`src/rtl/cim_pkg.sv`:
```
package cim_pkg;
    typedef enum logic [0:0] {
        ARB_IDLE  = 1'b0,
        ARB_OWNED = 1'b1
    } arb_state_e;
endpackage

```
`src/rtl/cim_prio_pick.sv`:
```
// Fixed-priority picker: lowest set index wins.
module cim_prio_pick #(
    parameter int N  = 4,
    localparam int IW = (N > 1) ? $clog2(N) : 1
) (
    input  logic [N-1:0]  req,
    output logic [N-1:0]  win_oh,
    output logic [IW-1:0] win_idx,
    output logic          any
);
    always_comb begin
        win_idx = '0;
        for (int i = N - 1; i >= 0; i--) begin
            if (req[i]) win_idx = IW'(i);
        end
        any    = |req;
        win_oh = '0;
        if (any) win_oh[win_idx] = 1'b1;
    end
endmodule

```
`src/rtl/cim_cs_arb.sv`:
```
// Cycle-steal ownership machine with registered, owner-masked level 1.
module cim_cs_arb
    import cim_pkg::*;
#(
    parameter int N  = 4,
    localparam int IW = (N > 1) ? $clog2(N) : 1
) (
    input  logic          clk,
    input  logic          rst,
    input  logic [N-1:0]  req,
    input  logic          lvl1,
    output logic [N-1:0]  grant,
    output logic          owner_vld,
    output logic [IW-1:0] owner_idx
);
    arb_state_e    state_q, state_d;
    logic [IW-1:0] owner_q, owner_d;
    logic [N-1:0]  grant_q;
    logic [N-1:0]  pick_oh;
    logic [IW-1:0] pick_idx;
    logic          pick_any;

    cim_prio_pick #(.N(N)) u_pick (
        .req     (req),
        .win_oh  (pick_oh),
        .win_idx (pick_idx),
        .any     (pick_any)
    );

    // Next-state: claim, hold, handoff, release.
    always_comb begin
        state_d = state_q;
        owner_d = owner_q;
        unique case (state_q)
            ARB_IDLE: begin
                if (pick_any) begin
                    state_d = ARB_OWNED;
                    owner_d = pick_idx;
                end
            end
            ARB_OWNED: begin
                if (!req[owner_q]) begin
                    if (pick_any) begin
                        owner_d = pick_idx;
                    end else begin
                        state_d = ARB_IDLE;
                    end
                end
            end
            default: state_d = ARB_IDLE;
        endcase
    end

    // State register.
    always_ff @(posedge clk) begin
        if (rst) begin
            state_q <= ARB_IDLE;
            owner_q <= '0;
        end else begin
            state_q <= state_d;
            owner_q <= owner_d;
        end
    end

    // Output register: level 1 reaches only the next owner.
    always_ff @(posedge clk) begin
        if (rst) begin
            grant_q <= '0;
        end else if (state_d == ARB_OWNED && lvl1) begin
            grant_q <= N'(1) << owner_d;
        end else begin
            grant_q <= '0;
        end
    end

    assign grant     = grant_q;
    assign owner_vld = (state_q == ARB_OWNED);
    assign owner_idx = owner_q;
endmodule

```
`src/rtl/cim_irq_gate.sv`:
```
// One interrupt level: merged request, acknowledge steered to top requester.
module cim_irq_gate #(
    parameter int N = 4
) (
    input  logic         clk,
    input  logic         rst,
    input  logic [N-1:0] req,
    input  logic         host_ack,
    output logic         host_req,
    output logic [N-1:0] dev_ack
);
    localparam int IW = (N > 1) ? $clog2(N) : 1;

    logic [N-1:0]  pick_oh;
    logic [IW-1:0] pick_idx;
    logic          pick_any;
    logic [N-1:0]  ack_q;

    cim_prio_pick #(.N(N)) u_pick (
        .req     (req),
        .win_oh  (pick_oh),
        .win_idx (pick_idx),
        .any     (pick_any)
    );

    always_ff @(posedge clk) begin
        if (rst) begin
            ack_q <= '0;
        end else begin
            ack_q <= host_ack ? pick_oh : '0;
        end
    end

    assign host_req = pick_any;
    assign dev_ack  = ack_q;
endmodule

```
`src/rtl/cs_irq_mux.sv`:
```
module cs_irq_mux #(
    parameter int N_DEV = 4,
    parameter int N_LVL = 2,
    localparam int IW = (N_DEV > 1) ? $clog2(N_DEV) : 1
) (
    input  logic                   clk,
    input  logic                   rst,
    input  logic [N_DEV-1:0]       dev_cs_req,
    output logic                   host_cs_req,
    input  logic                   host_cs_lvl1,
    output logic [N_DEV-1:0]       dev_cs_grant,
    output logic                   owner_vld,
    output logic [IW-1:0]          owner_idx,
    input  logic [N_LVL*N_DEV-1:0] dev_irq,
    output logic [N_LVL-1:0]       host_irq,
    input  logic [N_LVL-1:0]       host_irq_ack,
    output logic [N_LVL*N_DEV-1:0] dev_irq_ack
);
    assign host_cs_req = |dev_cs_req;

    cim_cs_arb #(.N(N_DEV)) u_arb (
        .clk       (clk),
        .rst       (rst),
        .req       (dev_cs_req),
        .lvl1      (host_cs_lvl1),
        .grant     (dev_cs_grant),
        .owner_vld (owner_vld),
        .owner_idx (owner_idx)
    );

    for (genvar l = 0; l < N_LVL; l++) begin : g_lvl
        cim_irq_gate #(.N(N_DEV)) u_gate (
            .clk      (clk),
            .rst      (rst),
            .req      (dev_irq[l*N_DEV +: N_DEV]),
            .host_ack (host_irq_ack[l]),
            .host_req (host_irq[l]),
            .dev_ack  (dev_irq_ack[l*N_DEV +: N_DEV])
        );
    end
endmodule

```
`config.mk`:
```
export PLATFORM = sky130hd
export DESIGN_NAME = cs_irq_mux
export DESIGN_NICKNAME = d
export VERILOG_FILES = /design/src/rtl/cim_pkg.sv /design/src/rtl/cim_prio_pick.sv /design/src/rtl/cim_cs_arb.sv /design/src/rtl/cim_irq_gate.sv /design/src/rtl/cs_irq_mux.sv
export SDC_FILE = /design/constraint.sdc
export NUM_CORES = 1
export LEC_CHECK = 0
export ABC_CLOCK_PERIOD_IN_PS = 1900
export BUFFER_PORTS_ARGS = -buffer_cell sky130_fd_sc_hd__buf_4
export CORE_UTILIZATION = 40
export DETAILED_ROUTE_END_ITERATION = 10
export PLACE_DENSITY = 0.78
export SLEW_MARGIN = 20
export SYNTH_ARGS = -nofsm -noshare
export SYNTH_HDL_FRONTEND = slang
export SYNTH_SLANG_ARGS = --single-unit
```
`constraint.sdc`:
```
create_clock -name clk -period 1.9 [get_ports clk]
set_input_delay 0.095 -clock clk [delete_from_list [all_inputs] [get_ports clk]]
set_output_delay 0.095 -clock clk [all_outputs]
set_load 0.03 [all_outputs]
```
==> results of run 1 <==
-- stage by stage --
| stage | setup slack (ns) | cell area (sq um) | hold WS [ns] |
|---|---|---|---|
| finish | 0.327 | 911 | 0.00654 |
| global route | 0.273 | 911 | 0.00133 |
| CTS | 0.325 | 911 | 0.000154 |
| detailed placement | 0.377 | 855 | 0.283 |
| global placement | 0.437 | 855 | 0.279 |
| floorplan | 0.262 | 596 | 0.164 |
-- flip-flops by register name (all words and copies together) (netlist names) --
register / flops
u_arb.owner_vld: 1
g_lvl.u_gate.dev_ack: 8
u_arb.grant: 4
u_arb.owner_idx: 2
-- routing by layer --
| metal | up-vias | routed length, um | share of wire |
|---|---|---|---|
| met1 | 251 | 592 | 0.47 |
| li1 | 294 | - | - |
| met5 | - | 0 | 0 |
| met2 | 20 | 600 | 0.48 |
| met3 | 2 | 60 | 0.048 |
| met4 | 0 | 7 | 0.0056 |
-- timing repair --
| action | in CTS | in global routing |
|---|---|---|
| hold endpoints to repair | 2 | 0 |
| resized for setup | 0 | 0 |
| hold buffers | 3 | 0 |
-- power by group through the flow --
stage | registers, mW | clock network [mW] | logic, mW
2_1_floorplan | 0.364 | 0 | 0.0420
3_3_place_gp | 0.341 | 0 | 0.122
3_5_place_dp | 0.342 | 0 | 0.123
4_1_cts | 0.335 | 0.180 | 0.126
5_1_grt | 0.337 | 0.201 | 0.136
6_report | 0.335 | 0.178 | 0.126
-- kinds of logic (layout without fill, tap and decap cells) --
group / after synthesis / count (layout) / share of synthesized area
simple gates: 32 / 32 / 0.324
flops: 15 / 15 / 0.504
compound gates: 8 / 8 / 0.0924
buf+inv: 4 / 43 / 0.0378
mux: 2 / 2 / 0.0420
-- synthesized netlist by cell type, types with 2 or more instances --
master                    instances
sky130_fd_sc_hd__dfxtp_1         15
sky130_fd_sc_hd__nand2_1          6
sky130_fd_sc_hd__nor2_1           4
sky130_fd_sc_hd__nor3_1           4
sky130_fd_sc_hd__a21oi_1          2
sky130_fd_sc_hd__and2_1           2
sky130_fd_sc_hd__and3b_1          2
sky130_fd_sc_hd__buf_4            2
sky130_fd_sc_hd__inv_1            2
sky130_fd_sc_hd__nor2b_1          2
sky130_fd_sc_hd__nor3b_1          2
sky130_fd_sc_hd__or3_1            2
-- area by class of cell --
| cell class | count | area [sq um] |
|---|---|---|
| Clock buffer | 4 | 26.3 |
| Timing Repair Buffer | 37 | 285 |
| Multi-Input combinational cell | 42 | 273 |
| Inverter | 2 | 7.51 |
| Tap cell | 15 | 18.8 |
| Sequential cell | 15 | 300 |
| Fill cell | 108 | 439 |
-- worst register-to-register path, cell delays in order (launching register included) --
cell,delay (ns)
sky130_fd_sc_hd__dfxtp_1,0.46
sky130_fd_sc_hd__mux2_4,0.33
sky130_fd_sc_hd__and3_4,0.18
sky130_fd_sc_hd__or3_1,0.38
sky130_fd_sc_hd__a21oi_2,0.14
-- worst min path at each step --
| stage | from | end | slack (ns) | cells past startpoint |
|---|---|---|---|---|
| floorplan | rst | u_arb.owner_idx[1] | 0.16 | 1 |
| global placement | dev_irq[6] | g_lvl[1].u_gate.dev_ack[3] | 0.28 | 2 |
| detailed placement | dev_irq[6] | g_lvl[1].u_gate.dev_ack[3] | 0.28 | 2 |
| CTS | dev_irq[4] | g_lvl[1].u_gate.dev_ack[2] | 0.0002 | 2 |
| global route | dev_irq[4] | g_lvl[1].u_gate.dev_ack[2] | 0.001 | 2 |
| finish | dev_irq[4] | g_lvl[1].u_gate.dev_ack[2] | 0.007 | 2 |
==> out/results.txt, run 1 <==
GRT Overall Usage -> 0.172
number of enable flip-flop cells after synthesis -> 0
source-to-sink clock delay at the later pin of the worst-skew pair -> 0.28 ns
Pwr Density -> 702 mW/mm^2
CTS tree -> yes
antenna diode count -> 0
share of the core filled with cells in the final layout -> 0.675
Max VDD drop -> 468 uV
Row Count -> 13
total power -> 0.639 mW
status -> finished clean
cell with the most instances on the worst path -> sky130_fd_sc_hd__buf_4
sequential element share of the synthesized area -> 0.504
Max-slew headroom -> 0.760
buffer cell driving the clock tree root -> sky130_fd_sc_hd__clkbuf_4
end of the worst register-to-register path -> u_arb.grant[2]
arrival time reported for the critical path endpoint -> 1.48 ns
leading cell type in the layout, fill and taps excluded -> sky130_fd_sc_hd__buf_4
number of failing hold endpoints at the final stage -> 0
family with the most delay on the worst path -> buffers and inverters
delay of the slowest cell on the worst path -> 0.54 ns
vias post-DR -> 567
WL final -> 1260 um
P_sw -> 0.170 mW
Clock Power Share -> 0.279
Int Pwr -> 0.469 mW
primary flip-flop cell chosen by synthesis mapping -> sky130_fd_sc_hd__dfxtp_1
clk sink count -> 15
transition at the pin with the smallest max-transition slack -> 0.358 ns
unrepaired setup endpoints after global routing -> false
required time of the worst setup path -> 1.80 ns
instance count after placement with tap cells included -> 108
I/O pin cnt -> 35
final worst path period share -> 0.828
number of nets with antenna violations after routing -> 0
buffers inserted by post-CTS timing repair -> 0
launching point of the worst reg2reg path -> u_arb.owner_idx[0]
via/cell ratio -> 4.93
vias in the first global route -> 473
wire length per cell -> 11.0 um
synth-to-layout area growth -> 52.9%
fin nets -> 118
share of power burned in registers -> 0.524
hpwl dp -> 982 um
number of cell instances on the worst register-to-register path -> 4
worst path cell trace -> dlygate4sd3_1 -> buf_4 -> or4_1 -> buf_4
cell type of the slowest stage on the worst timing path -> sky130_fd_sc_hd__dlygate4sd3_1
share of final-layout standard cells stronger than drive strength 1 -> 0.420
Distinct cells, synth -> 28
global placement routability congestion -> 0.693
max_cap viols -> 0
Detailed Routing Iterations Pass 1 -> 3
Post-Route Setup TNS -> 0 ns
flip-flop and latch count after synthesis -> 15
CP Depth -> 4
starting utilization of the core area -> 0.441
top library cells by usage in the layout, fill and taps aside -> 34 x sky130_fd_sc_hd__buf_4, 15 x sky130_fd_sc_hd__dfxtp_1, 6 x sky130_fd_sc_hd__nand2_1
synth top area cells -> sky130_fd_sc_hd__dfxtp_1 50%, sky130_fd_sc_hd__nand2_1 3.8%, sky130_fd_sc_hd__nor3_1 3.4%
reg-to-reg slack, setup -> 0.35 ns
share of total power consumed by net switching -> 0.266
CTS buffer count -> 3
count of synthesis-stage warnings from yosys -> 0
Setup Viol. Count Final -> 0
class of the tightest hold or removal check -> in -> reg
buffer and inverter count on the worst path -> 3
maximum fanout encountered on the critical timing path -> 4
post-layout min period -> 1.57 ns
Total Die Area -> 0.00165 sq mm
Post-Syn Instances -> 61
asr flop ratio synth -> 0
leakage dissipation -> 0.428 nW
Worst Path Class, Setup -> in -> out
cell taking the most area after synthesis -> sky130_fd_sc_hd__dfxtp_1
proportion of power drawn by combinational gates -> 0.197
buffer levels on the longest clock path -> 2
residual DRC count -> 0
total gr overflow -> 0
maximum number of pins on one net before global-route repair -> 9
core region area -> 0.00135 sq mm
nature of the critical path startpoint -> primary input
worst-case clock skew -> 0.00618 ns
first-pass GRT wire length -> 1860 um
number of H-tree branching levels -> 1
combined area of all synthesized cells -> 596 sq um
count of placed standard cells in the final layout, fillers left out -> 115
met2 track demand over resource -> 0.258
Die Wd -> 40.6 um
CP Capture Type -> primary output
initial antenna violation count -> 0
chip height -> 40.6 um
mean instance size in the synthesized netlist -> 9.76 sq um
global routing usage on met3 -> 0.0333
highest attainable clock frequency -> 636 MHz
fraction of post-synthesis cell area in the top cell type by area -> 0.504
launching instance or port of the critical path -> dev_irq[5]
grt met1 use -> 0.234
Clock transition at path regs -> 0.08 ns
grt peak-use layer -> met2
number of violations reported at the end of detailed-routing iteration 0 -> 4
number of pins with negative max-slew slack in the final report -> 0
IO Port Bufs -> 34
Synth Net Count -> 78
Critical Path Sink -> host_irq[1]
(Power assumes the default switching activity.)
==> inputs of run 2 (changes only) <==
ABC_CLOCK_PERIOD_IN_PS = 1420   (was 1900)
CORE_UTILIZATION = 36   (was 40)
PLACE_DENSITY = 0.75   (was 0.78)
clock period = 1.42 ns   (was 1.9 ns; I/O delays follow)
==> run 2 against run 1 <==
Against the previous run: core utilization shrank 4.3 points; sequential share of layout area shrank 1.2 points; combinational power up 41%; count of clock-buffer cells in the layout is 1 lower.
==> out/results.txt, run 2 (synthesis gave the netlist of run 1 again) <==
post-route design area -> 962 sq um
buffer cell driving the clock tree root -> sky130_fd_sc_hd__clkbuf_4
via/cell ratio -> 4.98
Max-slew headroom -> 0.721
Clock transition at path regs -> 0.09 ns
Max VDD drop -> 612 uV
transition at the pin with the smallest max-transition slack -> 0.415 ns
WL final -> 1330 um
Pwr Density -> 903 mW/mm^2
vias post-DR -> 597
core region area -> 0.00152 sq mm
GRT Overall Usage -> 0.161
residual DRC count -> 0
Post-Route Setup TNS -> 0 ns
Die Wd -> 42.7 um
fin nets -> 122
total gr overflow -> 0
launching point of the worst reg2reg path -> u_arb.owner_idx[0]
class of the tightest hold or removal check -> in -> reg
leakage dissipation -> 0.452 nW
status -> finished clean
Detailed Routing Iterations Pass 1 -> 2
Worst Path Class, Setup -> reg -> reg
CP Capture Type -> flop
hpwl dp -> 979 um
Critical Path Sink -> u_arb.grant[2]
clk sink count -> 15
leading cell type in the layout, fill and taps excluded -> sky130_fd_sc_hd__buf_4
highest attainable clock frequency -> 731 MHz
launching instance or port of the critical path -> u_arb.owner_idx[0]
reg-to-reg slack, setup -> 0.05 ns
source-to-sink clock delay at the later pin of the worst-skew pair -> 0.28 ns
post-layout min period -> 1.37 ns
instance count after placement with tap cells included -> 110
arrival time reported for the critical path endpoint -> 1.60 ns
count of placed standard cells in the final layout, fillers left out -> 120
number of nets with antenna violations after routing -> 0
CTS tree -> yes
global placement routability congestion -> 0.790
share of the core filled with cells in the final layout -> 0.631
final worst path period share -> 0.964
share of final-layout standard cells stronger than drive strength 1 -> 0.452
initial antenna violation count -> 0
max_cap viols -> 0
maximum number of pins on one net before global-route repair -> 10
buffer levels on the longest clock path -> 2
number of cell instances on the worst register-to-register path -> 4
end of the worst register-to-register path -> u_arb.grant[2]
antenna diode count -> 0
Row Count -> 14
worst-case clock skew -> 0.000450 ns
number of pins with negative max-slew slack in the final report -> 0
number of flip-flops under the largest register name -> 8
number of H-tree branching levels -> 1
Total Die Area -> 0.00182 sq mm
required time of the worst setup path -> 1.65 ns
vias in the first global route -> 536
I/O pin cnt -> 35
chip height -> 42.7 um
synth-to-layout area growth -> 61.6%
Cell Area, Placed -> 868 sq um
first-pass GRT wire length -> 2180 um
maximum fanout encountered on the critical timing path -> 6
number of violations reported at the end of detailed-routing iteration 0 -> 4
wire length per cell -> 11.1 um
CTS buffer count -> 3
IO Port Bufs -> 34
Setup Viol. Count Final -> 0
buffers inserted by post-CTS timing repair -> 0
number of failing hold endpoints at the final stage -> 0
top library cells by usage in the layout, fill and taps aside -> 35 x sky130_fd_sc_hd__buf_4, 13 x sky130_fd_sc_hd__dfxtp_1, 6 x sky130_fd_sc_hd__nand2_1, 6 x sky130_fd_sc_hd__dlygate4sd3_1
nature of the critical path startpoint -> flop
starting utilization of the core area -> 0.391
unrepaired setup endpoints after global routing -> false
==> run 2: power breakdown <==
group / internal [mW] / switching (mW) / leakage [nW]
combinational: 0.0897 / 0.0888 / 0.311
sequential: 0.436 / 0.0114 / 0.124
clock: 0.105 / 0.138 / 0.0177
==> run 2: how the worst min path moves through the flow <==
stage / slack [ns] / cells past startpoint / to / startpoint
floorplan: 0.13 / 1 / u_arb.owner_idx[1] / rst
global placement: 0.25 / 2 / g_lvl[1].u_gate.dev_ack[3] / dev_irq[6]
detailed placement: 0.26 / 2 / g_lvl[1].u_gate.dev_ack[2] / dev_irq[5]
CTS: 0.008 / 2 / g_lvl[1].u_gate.dev_ack[0] / dev_irq[4]
global route: 0.01 / 2 / g_lvl[0].u_gate.dev_ack[2] / dev_irq[2]
finish: 0.02 / 2 / g_lvl[0].u_gate.dev_ack[2] / dev_irq[2]
==> run 2: per-layer routing <==
layer / global-route usage / vias to the layer above / routed length, um
met2: 0.270 / 19 / 691
met4: 0.0938 / 0 / 21
met1: 0.184 / 272 / 551
li1: - / 302 / -
met5: 0 / - / 0
met3: 0.0383 / 4 / 63
==> run 2: critical path, stage by stage (launching register included) <==
cell                      delay, ns
sky130_fd_sc_hd__dfxtp_4       0.39
sky130_fd_sc_hd__mux2_4        0.31
sky130_fd_sc_hd__and3_4        0.18
sky130_fd_sc_hd__or3_1         0.32
sky130_fd_sc_hd__a21oi_2       0.13
==> run 2: area by class of cell <==
class | count | area, sq um
sequential | 15 | 305
clock buffer | 3 | 22.5
tap | 16 | 20.0
clock inverter | 1 | 5.00
fill | 136 | 562
timing repair buffer | 41 | 323
multi-input combinational | 42 | 279
inverter | 2 | 7.51
==> run 2: through the flow <==
step                power [mW]  setup slack [ns]  hold slack, ns
floorplan                0.543           0.00472           0.133
global placement         0.622            0.0857           0.255
finish                   0.869            0.0518          0.0236
detailed placement       0.625            0.0694           0.263
CTS                      0.880            0.0468         0.00788
global route             0.914           0.00751          0.0142
==> run 2: timing repair <==
item / in CTS / in global routing
endpoints found under the hold margin: 6 / 0
hold buffers: 6 / 0
setup endpoints to repair: 0 / 1
gates resized for setup: 0 / 1
